## config.mk

```make
export PLATFORM = sky130hd
export DESIGN_NAME = tmr_unit
export DESIGN_NICKNAME = d
export VERILOG_FILES = /design/src/rtl/tmr_pkg.sv /design/src/rtl/tmr_pin_edge.sv /design/src/rtl/tmr_prescaler.sv /design/src/rtl/tmr_count.sv /design/src/rtl/tmr_unit.sv
export SDC_FILE = /design/constraint.sdc
export NUM_CORES = 1
export LEC_CHECK = 0
export ABC_AREA = 1
export ABC_CLOCK_PERIOD_IN_PS = 1900
export BUFFER_PORTS_ARGS = -buffer_cell sky130_fd_sc_hd__buf_2
export CORE_UTILIZATION = 35
export DETAILED_ROUTE_END_ITERATION = 12
export PLACE_DENSITY = 0.59
export SLEW_MARGIN = 20
export SYNTH_ARGS = -nofsm -noshare
export SYNTH_HDL_FRONTEND = slang
export SYNTH_HIERARCHICAL = 1
export SYNTH_SLANG_ARGS = --single-unit
```

## constraint.sdc

```tcl
create_clock -name clk -period 1.9 [get_ports clk]
set_input_delay 0.19 -clock clk [delete_from_list [all_inputs] [get_ports clk]]
set_output_delay 0.19 -clock clk [all_outputs]
set_load 0.02 [all_outputs]
```

## src/rtl/tmr_pkg.sv

```systemverilog
package tmr_pkg;

    localparam int CNT_W   = 8;
    localparam int RATIO_W = 3;

    typedef enum logic {
        PIN_LOW  = 1'b0,
        PIN_HIGH = 1'b1
    } pin_state_e;

    typedef struct packed {
        logic               irq_edge;
        logic               gie;
        logic               src_pin;
        logic               pin_fall;
        logic               psc_en;
        logic [RATIO_W-1:0] ratio;
    } tmr_ctrl_t;

endpackage

```

## src/rtl/tmr_pin_edge.sv

```systemverilog
module tmr_pin_edge
    import tmr_pkg::*;
#(
    parameter int SYNC_N = 2
) (
    input  logic clk,
    input  logic rst_n,
    input  logic pin_i,
    input  logic fall_sel_i,
    output logic edge_o
);

    logic [SYNC_N-1:0] sync_q;
    logic              lvl;
    pin_state_e        state_q, state_d;
    logic              rise, fall;

    always_ff @(posedge clk or negedge rst_n) begin
        if (!rst_n) sync_q <= '0;
        else        sync_q <= {sync_q[SYNC_N-2:0], pin_i};
    end

    assign lvl = sync_q[SYNC_N-1];

    always_comb begin
        state_d = state_q;
        unique case (state_q)
            PIN_LOW:  if (lvl)  state_d = PIN_HIGH;
            PIN_HIGH: if (!lvl) state_d = PIN_LOW;
        endcase
    end

    always_ff @(posedge clk or negedge rst_n) begin
        if (!rst_n) state_q <= PIN_LOW;
        else        state_q <= state_d;
    end

    always_comb begin
        rise = 1'b0;
        fall = 1'b0;
        unique case (state_q)
            PIN_LOW:  rise = lvl;
            PIN_HIGH: fall = !lvl;
        endcase
    end

    assign edge_o = fall_sel_i ? fall : rise;


    edge_excl_chk: assert property (@(posedge clk) disable iff (!rst_n)
        $onehot0({rise, fall}));


    rise_state_chk: assert property (@(posedge clk) disable iff (!rst_n)
        rise |=> (state_q == PIN_HIGH));

endmodule

```

## src/rtl/tmr_prescaler.sv

```systemverilog
module tmr_prescaler #(
    parameter int RATIO_W = 3
) (
    input  logic               clk,
    input  logic               rst_n,
    input  logic               en_i,
    input  logic [RATIO_W-1:0] ratio_i,
    input  logic               ev_i,
    input  logic               clr_i,
    output logic               pulse_o
);

    localparam int PW = 1 << RATIO_W;

    logic [PW-1:0] cnt_q;
    logic [PW-1:0] lim;
    logic          hit;

    assign lim = (PW'(1) << ({1'b0, ratio_i} + (RATIO_W+1)'(1))) - PW'(1);
    assign hit = (cnt_q >= lim);

    always_comb begin
        if (clr_i)      pulse_o = 1'b0;
        else if (en_i)  pulse_o = ev_i && hit;
        else            pulse_o = ev_i;
    end

    always_ff @(posedge clk or negedge rst_n) begin
        if (!rst_n)               cnt_q <= '0;
        else if (clr_i || !en_i)  cnt_q <= '0;
        else if (ev_i)            cnt_q <= hit ? '0 : cnt_q + PW'(1);
    end


    tick_gate_chk: assert property (@(posedge clk) disable iff (!rst_n)
        pulse_o |-> ev_i);


    bypass_chk: assert property (@(posedge clk) disable iff (!rst_n)
        (!en_i && ev_i && !clr_i) |-> pulse_o);

endmodule

```

## src/rtl/tmr_count.sv

```systemverilog
module tmr_count #(
    parameter int W = 8
) (
    input  logic         clk,
    input  logic         rst_n,
    input  logic         load_i,
    input  logic [W-1:0] load_val_i,
    input  logic         inc_i,
    output logic [W-1:0] cnt_o,
    output logic         wrap_o
);

    always_ff @(posedge clk or negedge rst_n) begin
        if (!rst_n) begin
            cnt_o  <= '0;
            wrap_o <= 1'b0;
        end else if (load_i) begin
            cnt_o  <= load_val_i;
            wrap_o <= 1'b0;
        end else if (inc_i) begin
            cnt_o  <= cnt_o + W'(1);
            wrap_o <= &cnt_o;
        end else begin
            wrap_o <= 1'b0;
        end
    end


    wrap_zero_chk: assert property (@(posedge clk) disable iff (!rst_n)
        wrap_o |-> (cnt_o == '0));


    wrap_single_chk: assert property (@(posedge clk) disable iff (!rst_n)
        wrap_o |=> !wrap_o);


    load_val_chk: assert property (@(posedge clk) disable iff (!rst_n)
        load_i |=> (cnt_o == $past(load_val_i)));


    hold_chk: assert property (@(posedge clk) disable iff (!rst_n)
        (!load_i && !inc_i) |=> $stable(cnt_o));

endmodule

```

## src/rtl/tmr_unit.sv

```systemverilog
module tmr_unit
    import tmr_pkg::*;
#(
    parameter int SYNC_N = 2
) (
    input  logic             clk,
    input  logic             rst_n,
    input  logic             tick_i,
    input  logic             tpin_i,
    input  logic             gie_i,
    input  logic             wr_i,
    input  logic             addr_i,
    input  logic [CNT_W-1:0] wdata_i,
    output logic [CNT_W-1:0] rdata_o,
    output logic             irq_edge_o,
    output logic             ovf_o
);

    logic               irq_edge_q, src_pin_q, pin_fall_q, psc_en_q;
    logic [RATIO_W-1:0] ratio_q;
    tmr_ctrl_t          ctrl_rd;
    logic               wr_ctrl, wr_cnt;
    logic               pin_ev, ev, cnt_inc;
    logic [CNT_W-1:0]   cnt;

    assign wr_ctrl = wr_i && !addr_i;
    assign wr_cnt  = wr_i && addr_i;

    always_ff @(posedge clk or negedge rst_n) begin
        if (!rst_n) begin
            irq_edge_q <= 1'b0;
            src_pin_q  <= 1'b0;
            pin_fall_q <= 1'b0;
            psc_en_q   <= 1'b0;
            ratio_q    <= '0;
        end else if (wr_ctrl) begin
            irq_edge_q <= wdata_i[7];
            src_pin_q  <= wdata_i[5];
            pin_fall_q <= wdata_i[4];
            psc_en_q   <= wdata_i[3];
            ratio_q    <= wdata_i[RATIO_W-1:0];
        end
    end

    tmr_pin_edge #(.SYNC_N(SYNC_N)) u_edge (
        .clk        (clk),
        .rst_n      (rst_n),
        .pin_i      (tpin_i),
        .fall_sel_i (pin_fall_q),
        .edge_o     (pin_ev)
    );

    assign ev = src_pin_q ? pin_ev : tick_i;

    tmr_prescaler #(.RATIO_W(RATIO_W)) u_psc (
        .clk     (clk),
        .rst_n   (rst_n),
        .en_i    (psc_en_q),
        .ratio_i (ratio_q),
        .ev_i    (ev),
        .clr_i   (wr_cnt),
        .pulse_o (cnt_inc)
    );

    tmr_count #(.W(CNT_W)) u_cnt (
        .clk        (clk),
        .rst_n      (rst_n),
        .load_i     (wr_cnt),
        .load_val_i (wdata_i),
        .inc_i      (cnt_inc),
        .cnt_o      (cnt),
        .wrap_o     (ovf_o)
    );

    always_comb begin
        ctrl_rd.irq_edge = irq_edge_q;
        ctrl_rd.gie      = gie_i;
        ctrl_rd.src_pin  = src_pin_q;
        ctrl_rd.pin_fall = pin_fall_q;
        ctrl_rd.psc_en   = psc_en_q;
        ctrl_rd.ratio    = ratio_q;
    end

    assign rdata_o    = addr_i ? cnt : ctrl_rd;
    assign irq_edge_o = irq_edge_q;


    src_mux_chk: assert property (@(posedge clk) disable iff (!rst_n)
        (src_pin_q && !pin_ev && !wr_cnt) |=> $stable(cnt));


    irq_edge_chk: assert property (@(posedge clk) disable iff (!rst_n)
        wr_ctrl |=> (irq_edge_o == $past(wdata_i[7])));

endmodule

```

* After elaboration in Yosys (flattened, before gate mapping) *
Index checks and enable logic that the tools add are counted.

operators by class
  $add $sub $neg = 4
  multiply operators = 0
  divide/modulo/power cells = 0
  magnitude comparators = 1
  equality and inequality tests = 0
  shifts and indexed selects = 1
  muxes and demuxes = 15
  bitwise logic cells = 0
  reduce and logical (&&, ||, !) cells = 10

operators with widths
  kind                   count
  $mux W8                6
  $add A8 B1 Y8 const B  2
  $mux W1                9
  $ge A8 B8 Y1           1
  $reduce_and A8 Y1      1
  $shl A1 B4 Y8 const A  1
  $sub A8 B2 Y8 const B  1
  $add A3 B1 Y4 const B  1
  $reduce_bool A2 Y1     2
  $logic_and A1 B1 Y1    3
  $logic_not A1 Y1       3
  $logic_or A1 B1 Y1     1

word-level totals
  flip-flop bits (word level) = 27
  bits in latches = 0
  RAM bits = 0
  memory bits (read-only) = 0
  bits of input ports = 15
  word-level logic and storage cells = 41
  memories = 0

* Logic depth before layout (Yosys ltp) *
  depth in word-level cells = 9
  gate-level depth with buffers = 16
  mapped depth without buffers = 16

* Hierarchy *
The synthesis kept the hierarchy.

modules (own cells, without submodules)
  module         instances  cells each  area an instance (µm²)
  tmr_prescaler  1          112         733.2
  tmr_count      1          66          534.3
  tmr_unit       1          62          406.6
  tmr_pin_edge   1          9           100.1

* Worst setup path before layout *
OpenSTA, ideal clock, no wires.

  path type = register to register
  start point = register ratio_q[1]
  end point = register u_cnt.cnt_o[2]
  library setup time = 0.124 ns
  data arrival time = 1.762 ns
  required time = 1.776 ns
  slack = 0.014 ns
  cell stages (with the launch flop) = 16
  clock period less this slack = 1.886 ns
  cell sequence = dfrtp_1 nand2_1 inv_1 nor2_1 ha_1 nand2_1 nor2_1 nor2_1 nand2_1 a21oi_2 nand2_1 nand2_1 inv_1 nand2_1 xor2_1 a21oi_1

between the ends
  cells in the longest elaborated chain, start to end = 8

RTL lines
  element                              RTL line             text
  from (decl)                          tmr_unit.sv:20       logic [RATIO_W-1:0] ratio_q;
  from (signal assigned)               tmr_unit.sv:41       ratio_q <= wdata_i[RATIO_W-1:0];
  $add A3 B1 Y4                        tmr_prescaler.sv:19  assign lim = (PW'(1) << ({1'b0, ratio_i} + (RATIO_W+1)'(1))) - PW'(1);
  $shl A1 B4 Y8                        tmr_prescaler.sv:19
  $sub A8 B2 Y8                        tmr_prescaler.sv:19
  $ge A8 B8 Y1                         tmr_prescaler.sv:20  assign hit = (cnt_q >= lim);
  $logic_and A1 B1 Y1                  tmr_prescaler.sv:24  else if (en_i) pulse_o = ev_i && hit;
  $mux W1                              tmr_prescaler.sv:24
  $mux W1                              tmr_prescaler.sv:23  if (clr_i) pulse_o = 1'b0;
  net cnt_inc                          tmr_unit.sv:23       logic pin_ev, ev, cnt_inc;
  $reduce_bool A2 Y1 (no source line)  --
  to (signal assigned)                 tmr_count.sv:18      cnt_o <= load_val_i;
  to (signal assigned)                 tmr_count.sv:21      cnt_o <= cnt_o + W'(1);
  to (decl)                            tmr_count.sv:9       output logic [W-1:0] cnt_o,

The timed path passes the listed nets, and every way through them passes these cells.
A chain may end at the register's enable or synchronous reset.

* Worst setup path after layout *
  start point = register ratio_q[1]
  end point = register u_cnt.cnt_o[4]

Same word-level chain as after synthesis.

==> flow_metrics.tcl <==
set metrics [dict create \
    fin_skew_ns 0.0110 \
    crit_family "simple AND/OR/NAND/NOR gates" \
    cap_violations 0 \
    syn_area_per_cell_um2 7.13 \
    wl_per_cell_um 11.4 \
    placed_cell_area_um2 2010 \
    leakage_nw 1.18 \
    clock_latency_ns 0.28 \
    met1_length_um 2030 \
    ys_seq_area_frac 0.381 \
    drtPass1Iterations 4 \
    utilization 0.449 \
    io_pins 25 \
    fin_crit_ns 1.96 \
    drive_above_1_share 0.233 \
    worstHoldStart "wdata_i[1]" \
    finalNonFillerCells 354 \
    status "finished, violations left" \
    globalRouteTotalUtil 0.167 \
    numCtsBuffers 3 \
    vias 1628 \
    vias_per_cell 4.60 \
    num_rows 25 \
    routed_wl_um 4030 \
    drc 0 \
    fmax_ghz 0.510 \
    drv_slew 0 \
    start_kind "flip-flop" \
    fin_crit_sh 1.03 \
    grt_pass1_wl_um 6780 \
    gp_congestion 0.829 \
    met3WireLength_um 125 \
    dp.cells 345 \
    grt_max_degree 28 \
    power_density_nw_per_um2 707 \
    tritoncts "done" \
    final_area_um2 2150 \
    overflow 0 \
    clk_pin_slew_ns 0.10 \
    whs_path_depth 3 \
    path_max_fanout 7 \
    yosysUniqueCellTypes 28 \
    drtIter0Drc 84 \
    reg2reg_from "ratio_q[1]" \
    initial_utilization 0.371 \
    syn_nets 274 \
    grt_setup_unrepaired "true" \
    grt_pass1_vias 1450 \
    dp_slack_ns -0.120 \
    cts_root_buf "clkbuf_8" \
    worst_slack_ns -0.0598 \
    final_antenna_net_count 0 \
    cts_sinks 27 \
    antenna-diode-count 0 \
    place.detailed.hpwl_um 2930 \
    crit_cells 15 \
    cts_max_level 1 \
    clockBufferDepth 2 \
    ys.flop_type "dfrtp_1" \
    holdPathEnd "u_cnt/cnt_o[1]" \
    finalSetupViolations 8 \
    synth-seq-cells 27 \
    hold_path.class "input pin to flip-flop" \
    ir_worst_vdd_v 0.000419 \
    r2r_setup_slack_ns -0.06 \
    numPortBuffers 24 \
    cp.arrival_ns 2.18 \
    synth_edf_count 0 \
    cp_cell_sequence "nand2_1 -> inv_2 -> nor2_2 -> ha_1 -> nand2_1 -> nor2_1 -> nor2_1 -> nand2_1 -> a21oi_2 -> nand2_1 -> nand2_1 -> inv_2 -> nor2_4 -> a22oi_1 -> nand2_1" \
    yosys_warnings 6 \
    critPathLaunch "ratio_q[1]" \
    highest_layer "met4" \
    crit_buf_inv 2 \
    path_common_cell "nand2_1" \
    r2r_cells 15 \
    area_growth_pct 21.2 \
    hold_viol 0 \
    reg2reg_to "u_cnt/cnt_o[4]" \
    synth_area_um2 1770 \
    cpMaxStageDelayCell "dfrtp_1" \
    die_h_um 73.2 \
    max_stage_delay_ns 0.43 \
    synth_cells 249 \
    async_flop_share 1.00 \
    core_area_um2 4790 \
    crit_type "flip-flop to flip-flop" \
    worst_pin_slew_ns 0.631 \
    slew_headroom 0.580 \
    fp.dieW_um 73.2 \
    wl_met2_um 1850 \
    die-area_um2 5360 \
    antenna_found_initial 0 \
    crit_path_end_kind "flip-flop" \
    violations "setup timing" \
    fin_nets 313 \
    cp_data_required_time_ns 2.12 \
]
[layer usage]
metal,global-route usage,vias to the layer above
met4,0.0327,0
met5,0,-
met3,0.0331,4
li1,-,863
met2,0.262,31
met1,0.239,730
[worst max path at each step]
| stage | slack (ns) | endpoint |
|---|---|---|
| final | -0.06 | u_cnt/cnt_o[4] |
| after global routing | -0.26 | u_cnt/cnt_o[0] |
| after CTS | -0.06 | u_cnt/cnt_o[7] |
| after detailed placement | -0.12 | u_cnt/cnt_o[7] |
| after global placement | -0.11 | u_cnt/cnt_o[7] |
| after floorplan | 0.01 | u_cnt/cnt_o[2] |
[flip-flops by register name, indices dropped and copies added (netlist names), 2 cells and up]
signal         flops
u_cnt/cnt_o        8
u_psc/cnt_q        8
ratio_q            3
u_edge/sync_q      2
[final cells by class]
| cell class | instances | area (µm²) |
|---|---|---|
| Sequential cell | 27 | 677 |
| Inverter | 34 | 130 |
| Multi-Input combinational cell | 184 | 983 |
| Fill cell | 491 | 2640 |
| Tap cell | 67 | 83.8 |
| Clock buffer | 4 | 45.0 |
| Timing Repair Buffer | 38 | 230 |
[Yosys cell counts, drive strengths merged (3+ instances only)]
| cell type | count | area (µm²) |
|---|---|---|
| a21oi | 5 | 28.8 |
| a22oi | 5 | 37.5 |
| buf | 4 | 35.0 |
| dfrtp | 27 | 676 |
| ha | 10 | 125 |
| inv | 34 | 128 |
| nand2 | 101 | 384 |
| nand3 | 21 | 115 |
| nand4 | 6 | 37.5 |
| nor2 | 18 | 87.6 |
| o21ai | 6 | 30.0 |
| o21bai | 3 | 22.5 |
[cells by family (layout without fill, tap and decap cells)]
kind of cell | Yosys count | in the layout | synth area share
buffers and inverters | 38 | 76 | 0.0917
other | 1 | 1 | 0.00211
XOR/XNOR | 4 | 4 | 0.0197
flip-flops | 27 | 27 | 0.381
adder cells (fa/ha/maj) | 10 | 10 | 0.0705
AND/OR/NAND/NOR | 148 | 148 | 0.359
AO/OA/AOI/OAI | 21 | 21 | 0.0762
[tightest hold or removal path: stages]
cell and delay, ns:
buf_2 0.09, nand2_1 0.05, nand3_1 0.07
[where the power goes]
group          total, mW  switching (mW)  internal [mW]  leakage [nW]
combinational      0.449           0.273          0.175         0.814
clock              0.342           0.191          0.151        0.0228
sequential         0.728          0.0885          0.640         0.344
[stage by stage]
stage | TNS (ns) | total power [mW] | hold slack (ns)
final | -0.365 | 1.52 | 0.138
after global routing | -2.54 | 1.64 | 0.154
after CTS | -0.398 | 1.51 | 0.00886
after detailed placement | -0.975 | 1.15 | 0.252
after global placement | -0.807 | 1.15 | 0.254
after floorplan | 0 | 1.01 | -0.106
[cells in the final DEF (no fill, tap or decap), drive strengths merged]
cell type,netlist,routed
nand4,6,6
inv,34,34
a22oi,5,5
a21oi,5,5
dlygate4sd3,0,2
nor2,18,18
a31o,1,1
xor2,2,2
nand3b,1,1
nand2,101,101
nand3,21,21
xnor2,2,2
clkbuf,0,4
dfrtp,27,27
buf,4,36
ha,10,10
conb,1,1
o21bai,3,3
o211ai,1,1
nor3,1,1
o21ai,6,6
[what timing repair did]
action	CTS	global route
hold buffers	1	1
setup endpoints to repair	9	13
gates resized for setup	7	11
buffers inserted	2	1
hold endpoints to repair	27	1
pin swaps	4	4
gates cloned	0	0
Note: power is estimated with default switching activity, not from simulation.
